`config.mk`:
```
export PLATFORM = sky130hd
export DESIGN_NAME = gpr_bytealias_file
export DESIGN_NICKNAME = d
export VERILOG_FILES = /design/src/rtl/gpr_pkg.sv /design/src/rtl/gpr_sel_decode.sv /design/src/rtl/gpr_store.sv /design/src/rtl/gpr_read_mux.sv /design/src/rtl/gpr_bytealias_file.sv
export SDC_FILE = /design/constraint.sdc
export NUM_CORES = 1
export LEC_CHECK = 0
export ABC_AREA = 1
export ABC_CLOCK_PERIOD_IN_PS = 2050
export CAP_MARGIN = 20
export CORE_MARGIN = 1.5
export CORE_UTILIZATION = 40
export DETAILED_ROUTE_END_ITERATION = 16
export PLACE_DENSITY = 0.62
export SLEW_MARGIN = 10
export SYNTH_ARGS = -nofsm -noshare
export SYNTH_HDL_FRONTEND = slang
export SYNTH_SLANG_ARGS = --single-unit
```
`constraint.sdc`:
```
create_clock -name clk -period 2.05 [get_ports clk]
set_input_delay 0.615 -clock clk [delete_from_list [all_inputs] [get_ports clk]]
set_output_delay 0.615 -clock clk [all_outputs]
set_load 0.005 [all_outputs]
```
`src/rtl/gpr_pkg.sv`:
```
package gpr_pkg;
  localparam int GPR_SEL_W   = 4;
  localparam int GPR_IDX_W   = 3;
  localparam int GPR_NUM     = 1 << GPR_IDX_W;
  localparam int GPR_NUM_SPLIT = GPR_NUM / 2;

  // Decoded form of a selector
  typedef struct packed {
    logic                 is_word;  // selector names a whole word
    logic                 is_high;  // byte selector names the upper half
    logic [GPR_IDX_W-1:0] idx;      // physical word index
  } gpr_slot_t;
endpackage

```
`src/rtl/gpr_sel_decode.sv`:
```
module gpr_sel_decode
  import gpr_pkg::*;
(
  input  logic [GPR_SEL_W-1:0] sel,
  output gpr_slot_t            slot
);
  localparam int BYTE_IDX_W = GPR_IDX_W - 1;

  always_comb begin
    slot.is_word = sel[GPR_SEL_W-1];
    slot.is_high = 1'b0;
    slot.idx     = sel[GPR_IDX_W-1:0];
    if (!sel[GPR_SEL_W-1]) begin
      // byte selectors alias the first half of the word registers
      slot.is_high = sel[GPR_IDX_W-1];
      slot.idx     = {1'b0, sel[BYTE_IDX_W-1:0]};
    end
  end
endmodule

```
`src/rtl/gpr_store.sv`:
```
module gpr_store
  import gpr_pkg::*;
#(
  parameter int DATA_W = 16
) (
  input  logic                           clk,
  input  logic                           rst,
  input  logic                           wr_en,
  input  gpr_slot_t                      wr_slot,
  input  logic [DATA_W-1:0]              wr_data,
  output logic [GPR_NUM-1:0][DATA_W-1:0] regs
);
  localparam int HALF_W = DATA_W / 2;

  // Upper half source: full word data, or the byte lane for high-byte writes
  logic [HALF_W-1:0] hi_src;
  assign hi_src = wr_slot.is_word ? wr_data[DATA_W-1:HALF_W] : wr_data[HALF_W-1:0];

  for (genvar i = 0; i < GPR_NUM; i++) begin : g_reg
    logic hit;
    assign hit = wr_en && (wr_slot.idx == GPR_IDX_W'(i));

    if (i < GPR_NUM_SPLIT) begin : g_split
      logic lo_we, hi_we;
      assign lo_we = hit && (wr_slot.is_word || !wr_slot.is_high);
      assign hi_we = hit && (wr_slot.is_word ||  wr_slot.is_high);

      always_ff @(posedge clk) begin
        if (rst) begin
          regs[i] <= '0;
        end else begin
          if (lo_we) regs[i][HALF_W-1:0]      <= wr_data[HALF_W-1:0];
          if (hi_we) regs[i][DATA_W-1:HALF_W] <= hi_src;
        end
      end
    end else begin : g_whole
      logic we;
      assign we = hit && wr_slot.is_word;

      always_ff @(posedge clk) begin
        if (rst)     regs[i] <= '0;
        else if (we) regs[i] <= wr_data;
      end
    end
  end
endmodule

```
`src/rtl/gpr_read_mux.sv`:
```
module gpr_read_mux
  import gpr_pkg::*;
#(
  parameter int DATA_W = 16
) (
  input  logic [GPR_NUM-1:0][DATA_W-1:0] regs,
  input  gpr_slot_t                      rd_slot,
  output logic [DATA_W-1:0]              rd_data
);
  localparam int HALF_W = DATA_W / 2;

  logic [DATA_W-1:0] word;
  assign word = regs[rd_slot.idx];

  always_comb begin
    if (rd_slot.is_word)
      rd_data = word;
    else if (rd_slot.is_high)
      rd_data = {{HALF_W{1'b0}}, word[DATA_W-1:HALF_W]};
    else
      rd_data = {{HALF_W{1'b0}}, word[HALF_W-1:0]};
  end
endmodule

```
`src/rtl/gpr_bytealias_file.sv`:
```
module gpr_bytealias_file
  import gpr_pkg::*;
#(
  parameter int DATA_W = 16
) (
  input  logic                 clk,
  input  logic                 rst,
  input  logic                 wr_en,
  input  logic [GPR_SEL_W-1:0] wr_sel,
  input  logic [DATA_W-1:0]    wr_data,
  input  logic [GPR_SEL_W-1:0] rd_sel,
  output logic [DATA_W-1:0]    rd_data,
  output logic                 rd_is_byte
);
  gpr_slot_t wr_slot, rd_slot;
  logic [GPR_NUM-1:0][DATA_W-1:0] regs;

  gpr_sel_decode u_wdec (.sel(wr_sel), .slot(wr_slot));
  gpr_sel_decode u_rdec (.sel(rd_sel), .slot(rd_slot));

  gpr_store #(.DATA_W(DATA_W)) u_store (
    .clk(clk), .rst(rst), .wr_en(wr_en), .wr_slot(wr_slot),
    .wr_data(wr_data), .regs(regs)
  );

  gpr_read_mux #(.DATA_W(DATA_W)) u_rmux (
    .regs(regs), .rd_slot(rd_slot), .rd_data(rd_data)
  );

  assign rd_is_byte = !rd_slot.is_word;
endmodule

```
=== Word level (Yosys, flattened, before mapping) ===
Index checks and enable logic that the tools add are counted.

* Register bits after elaboration: 128
* Bits of input ports: 27
* Bits in writable memories: 0
* Memories kept: 0
* Latch bits: 0
* Bits in read-only memories: 0

* Eq/ne operators: 7
* Magnitude comparators: 1
* Add/sub/neg operators: 0
* Bitwise logic cells: 0
* Div/mod/pow operators: 0
* Multiply operators: 0
* Reduce and logical (&&, ||, !) cells: 25
* Shift operators: 0
* Multiplexer cells: 7

{| class="wikitable"
|+ Operators by type and width
! kind !! number
|-
| 16-bit binary-select mux with 3-bit select || 1
|-
| 16-bit 2-to-1 mux || 2
|-
| 1-bit logical AND || 20
|-
| 8-bit 2-to-1 mux || 2
|-
| 3-bit equality test, second input constant || 4
|-
| 4-bit 2-to-1 mux || 2
|-
| 3-bit by 2-bit equality test with 1-bit output, second input constant || 2
|-
| 3-bit by 4-bit < comparator with 1-bit output, second input constant || 1
|-
| 3-bit by 1-bit equality test with 1-bit output, second input constant || 1
|-
| 3-bit zero test || 1
|-
| 1-bit zero test || 2
|-
| 1-bit logical OR || 2
|}

=== Longest topological paths before layout ===
* Word-level depth: 5
* Depth in mapped cells: 9
* Depth with buffers taken out: 7

=== Cells and area by module ===
From an unflattened synthesis, not the netlist that was laid out.

* Cell total of the unflattened synthesis: 1190
* Area total of the unflattened synthesis: 7110.6 um^2

{| class="wikitable"
|+ Modules (own cells, without submodules)
! module !! cells each !! area each (um^2) !! times used
|-
| gpr_store || 810 || 5434.0 || 1
|-
| gpr_read_mux || 365 || 1592.8 || 1
|-
| gpr_sel_decode || 7 || 40.0 || 2
|-
| gpr_bytealias_file || 1 || 3.8 || 1
|}

=== Worst setup path after synthesis ===
OpenSTA, ideal clock, no wires.

* Kind: input to output
* Start: input port rd_sel[1]
* End: output port rd_data[2]
* Stages: 8
* Slack: -0.022 ns
* Arrival time: 1.457 ns
* Cells stage by stage: clkbuf_1 -> inv_1 -> clkbuf_1 -> nand3_1 -> nand2_1 -> nand2_1 -> nand2_1 -> nor2_1

* Cells in the longest elaborated chain, start to end: 5

{| class="wikitable"
|+ Ends and longest elaborated chain
! element !! RTL line !! RTL
|-
| start: declaration || gpr_bytealias_file.sv:11 || <nowiki>input logic [GPR_SEL_W-1:0] rd_sel,</nowiki>
|-
| 4-bit 2-to-1 mux * || gpr_sel_decode.sv:13 || <nowiki>if (!sel[GPR_SEL_W-1]) begin</nowiki>
|-
| 16-bit binary-select mux with 3-bit select * || gpr_read_mux.sv:13 || <nowiki>assign word = regs[rd_slot.idx];</nowiki>
|-
| 16-bit 2-to-1 mux (implied by the code) * || gpr_read_mux.sv:13 ||
|-
| 8-bit 2-to-1 mux || gpr_read_mux.sv:18 || <nowiki>else if (rd_slot.is_high)</nowiki>
|-
| 16-bit 2-to-1 mux * || gpr_read_mux.sv:16 || <nowiki>if (rd_slot.is_word)</nowiki>
|-
| end: declaration || gpr_bytealias_file.sv:12 || <nowiki>output logic [DATA_W-1:0] rd_data,</nowiki>
|}

Every way passes the cells marked *; elsewhere a longest branch is shown, timed or not. The select of a mux whose other input is x is not followed.

=== Worst setup path in the final report ===
* Start: input port rd_sel[0]
* End: output port rd_data[1]

The elaborated chain is that of the path after synthesis.

==> summary.md <==
| Metric | Value |
|---|---|
| Outcome | `finished with violations` |
| Failing checks | `negative setup slack` |
| Leading area contributor after synthesis | `dfxtp_1` |
| DR iter-0 viols | `~660` |
| Number of distinct library cells after synthesis | `19` |
| H-tree depth | `4` |
| Worst setup EP type | `output pin` |
| Via density per instance | `roughly 5.1` |
| Slew Limit Fails | `0` |
| Most frequent cell after synthesis | `nand2_1` |
| Synth Net Count | `roughly 970` |
| Worst reg2reg setup slack | `about 1.3 ns` |
| Static leakage | `0.00387 uW` |
| Yosys warns | `0` |
| Top flop regs | `u_store.regs (128)` |
| Grt total ovfl | `0` |
| Synth Flop Type | `dfxtp_1` |
| # clock sinks | `128` |
| Synth top area cells | `dfxtp_1, nand2_1, nor2_1` |
| FILL cells | `~1400` |
| Reg2reg start | `u_store.regs[119]$_SDFFE_PP0P_` |
| Ys async rst share | `0` |
| Final wirelength | `20400 um` |
| CTS Buffer Depth | `2` |
| First-pass GRT wire length | `32300 um` |
| Number of synthesized flops with an enable pin | `0` |
| Final Hold Viols | `0` |
| Tightest Pin Transition | `0.322 ns` |
| Num CTS Buffers | `17` |
| Share of Yosys cell area claimed by the top area cell type | `0.431` |
| Pwr dens | `818 mW/mm^2` |
| Worst r2r dst | `u_store.regs[119]$_SDFFE_PP0P_` |
| RePlAce Congestion | `0.921` |
| Fin crit period | `2.28 ns` |
| Dpl cells | `1219` |
| Clock Latency Late Sink | `0.43 ns` |
| DP HPWL | `13800 um` |
| Post-Layout Cell Count | `1271` |
| CP max FO | `5` |
| Final Cycle Share | `1.11` |
| Setup violators final | `14` |
| Most frequent cells after synthesis | `nand2_1, nor2_1, dfxtp_1` |
| Wire length per cell | `16.0 um` |
| Worst setup path end | `rd_data[1]` |
| Post-route setup slack | `-0.226 ns` |
| Largest net degree at the start of global routing | `78` |
| Setup Skew | `0 ns` |
| Top reg by flops | `u_store.regs` |
| CP startpoint | `rd_sel[0]` |
| Number of remaining DRC errors | `0` |
| Die ar. | `0.0156 mm^2` |
| CORE AREA | `between 0.01 and 0.015 mm^2` |
| CP startpoint kind | `input port` |
| Synth Cell Area | `0.00595 mm^2` |
| Relative slew margins | `0.785` |
| Mapped Cells | `941` |
| Die height | `125 um` |
| Total Routing Usage GR | `0.269` |
| PortBufs | `43` |
| Crit path required time | `about 1.4 ns` |
| Max Cap Viol | `0` |
| HP Class | `register to register` |
| Share of cells above drive strength 1 | `0.239` |
| Worst-path clk slew | `0.05 ns` |
| # rows | `44` |
| Worst path arrival time | `1.66 ns` |
| Synth Area per Inst | `roughly 6.3 um^2` |
| Area grow syn2layout | `44.6%` |
| Root Buffer | `clkbuf_16` |
| #FFs+latches synth | `128` |
| Post-layout nets | `1100` |
| Die width | `125 um` |
| Hold Buf Count CTS | `0` |
| Initial Util | `0.409` |
| VDD IR max | `670 uV` |
| IO Pins | `44` |
| Drt first pass iters | `5` |
| Seq/Total Area, Yosys | `0.431` |
| RSZ-0062 raised after global routing | `yes` |
| Vias in the first global route | `between 6000 and 7000` |
| Kind of critical path | `input port to output pin` |
| DP Worst Slack | `-1.03 ns` |
| Fmax | `439 MHz` |
| Largest register FFs | `128` |
| DRT antenna net count | `0` |
| CTS tree | `built` |
| Worst Reg2Reg Path Length in Cells | `2` |
| Via count | `6450` |
| Antenna violations before repair | `1` |
## kinds of logic after synthesis
logic type	after synthesis	synth area share
AND/OR/NAND/NOR	562	0.374
buffers and inverters	104	0.0717
AO/OA/AOI/OAI	147	0.124
flip-flops	128	0.431
## where the power goes
part	total (uW)	leakage (uW)	switching, uW	internal (uW)
clock	3520	0.000328	1130	2390
sequential	2600	0.00104	41.1	2560
combinational	927	0.00250	511	416
## per-stage QoR
step,TNS [ns],instance area (um^2),hold slack [ns],total power [uW],utilization
finish,-1.94,8610,0.463,7040,0.592
floorplan,0,5950,0.442,3020,-
detailed placement,-26.56,7250,0.457,3420,0.499
CTS,-2.61,8490,0.465,7040,0.584
global route,-2.82,8600,0.488,7290,0.592
global placement,-24.68,7250,0.453,3420,0.499
## cell usage in the layout, fill, tap and decap left out, types with 2 or more instances in the layout
cell,synthesis,final
clkbuf_1,29,3
buf_6,1,10
bufinv_16,0,7
nor2_1,221,217
buf_12,0,15
nand3_1,60,36
o21ai_1,0,2
buf_4,4,88
o21ai_0,115,107
nor2_2,2,4
buf_8,0,3
inv_1,49,44
a21oi_1,32,32
nand2_4,0,17
buf_2,10,13
nand3_4,1,5
clkinv_2,1,5
buf_16,0,3
o21ai_2,0,5
inv_2,5,7
nand3_2,0,20
clkbuf_2,0,4
nor2_4,2,4
nand2_2,3,26
dfxtp_1,128,128
clkdlybuf4s50_1,0,22
nand2_1,273,233
clkbuf_16,0,17
## worst min path at each step
stage,start,end,cells after the start
after floorplan,u_store.regs[72]$_SDFFE_PP0P_,u_store.regs[72]$_SDFFE_PP0P_,2
after global placement,u_store.regs[72]$_SDFFE_PP0P_,u_store.regs[72]$_SDFFE_PP0P_,2
after detailed placement,u_store.regs[70]$_SDFFE_PP0P_,u_store.regs[70]$_SDFFE_PP0P_,2
after CTS,u_store.regs[71]$_SDFFE_PP0P_,u_store.regs[71]$_SDFFE_PP0P_,2
after global routing,u_store.regs[68]$_SDFFE_PP0P_,u_store.regs[68]$_SDFFE_PP0P_,2
final,u_store.regs[71]$_SDFFE_PP0P_,u_store.regs[71]$_SDFFE_PP0P_,2
## critical path: stages
cell     delay, ns
buf_12        0.12
inv_12        0.05
buf_8         0.12
buf_12        0.13
buf_16        0.13
nand2_1       0.08
nand3_1       0.07
nand2_1       0.07
nor2_1        0.04
nor2_1        0.11
buf_2         0.12
## metal layers
layer / GRT usage / wire [um]
met5: 0 / 0
met4: 0.100 / 473
met3: 0.0693 / 1310
met2: 0.445 / 9750
met1: 0.339 / 8820
## what timing repair did
item / in CTS / in global routing
cloned: 4 / 0
pin swaps: 25 / 14
gates resized for setup: 177 / 45
setup buffers: 16 / 3
setup endpoints to repair: 17 / 16
## cell type report
| type | instances | area [um^2] | area share |
|---|---|---|---|
| flip-flops and latches | 128 | 2560 | 0.298 |
| repair buffers | 161 | 1560 | 0.181 |
| inverters | 56 | 231 | 0.0269 |
| clock inverters | 12 | 238 | 0.0276 |
| well taps | 184 | 230 | 0.0267 |
| multi-input cells | 709 | 3350 | 0.389 |
| diodes | 1 | 2.50 | 0.000291 |
| clock buffers | 20 | 437 | 0.0507 |
Power figures use the tool's default switching activity.
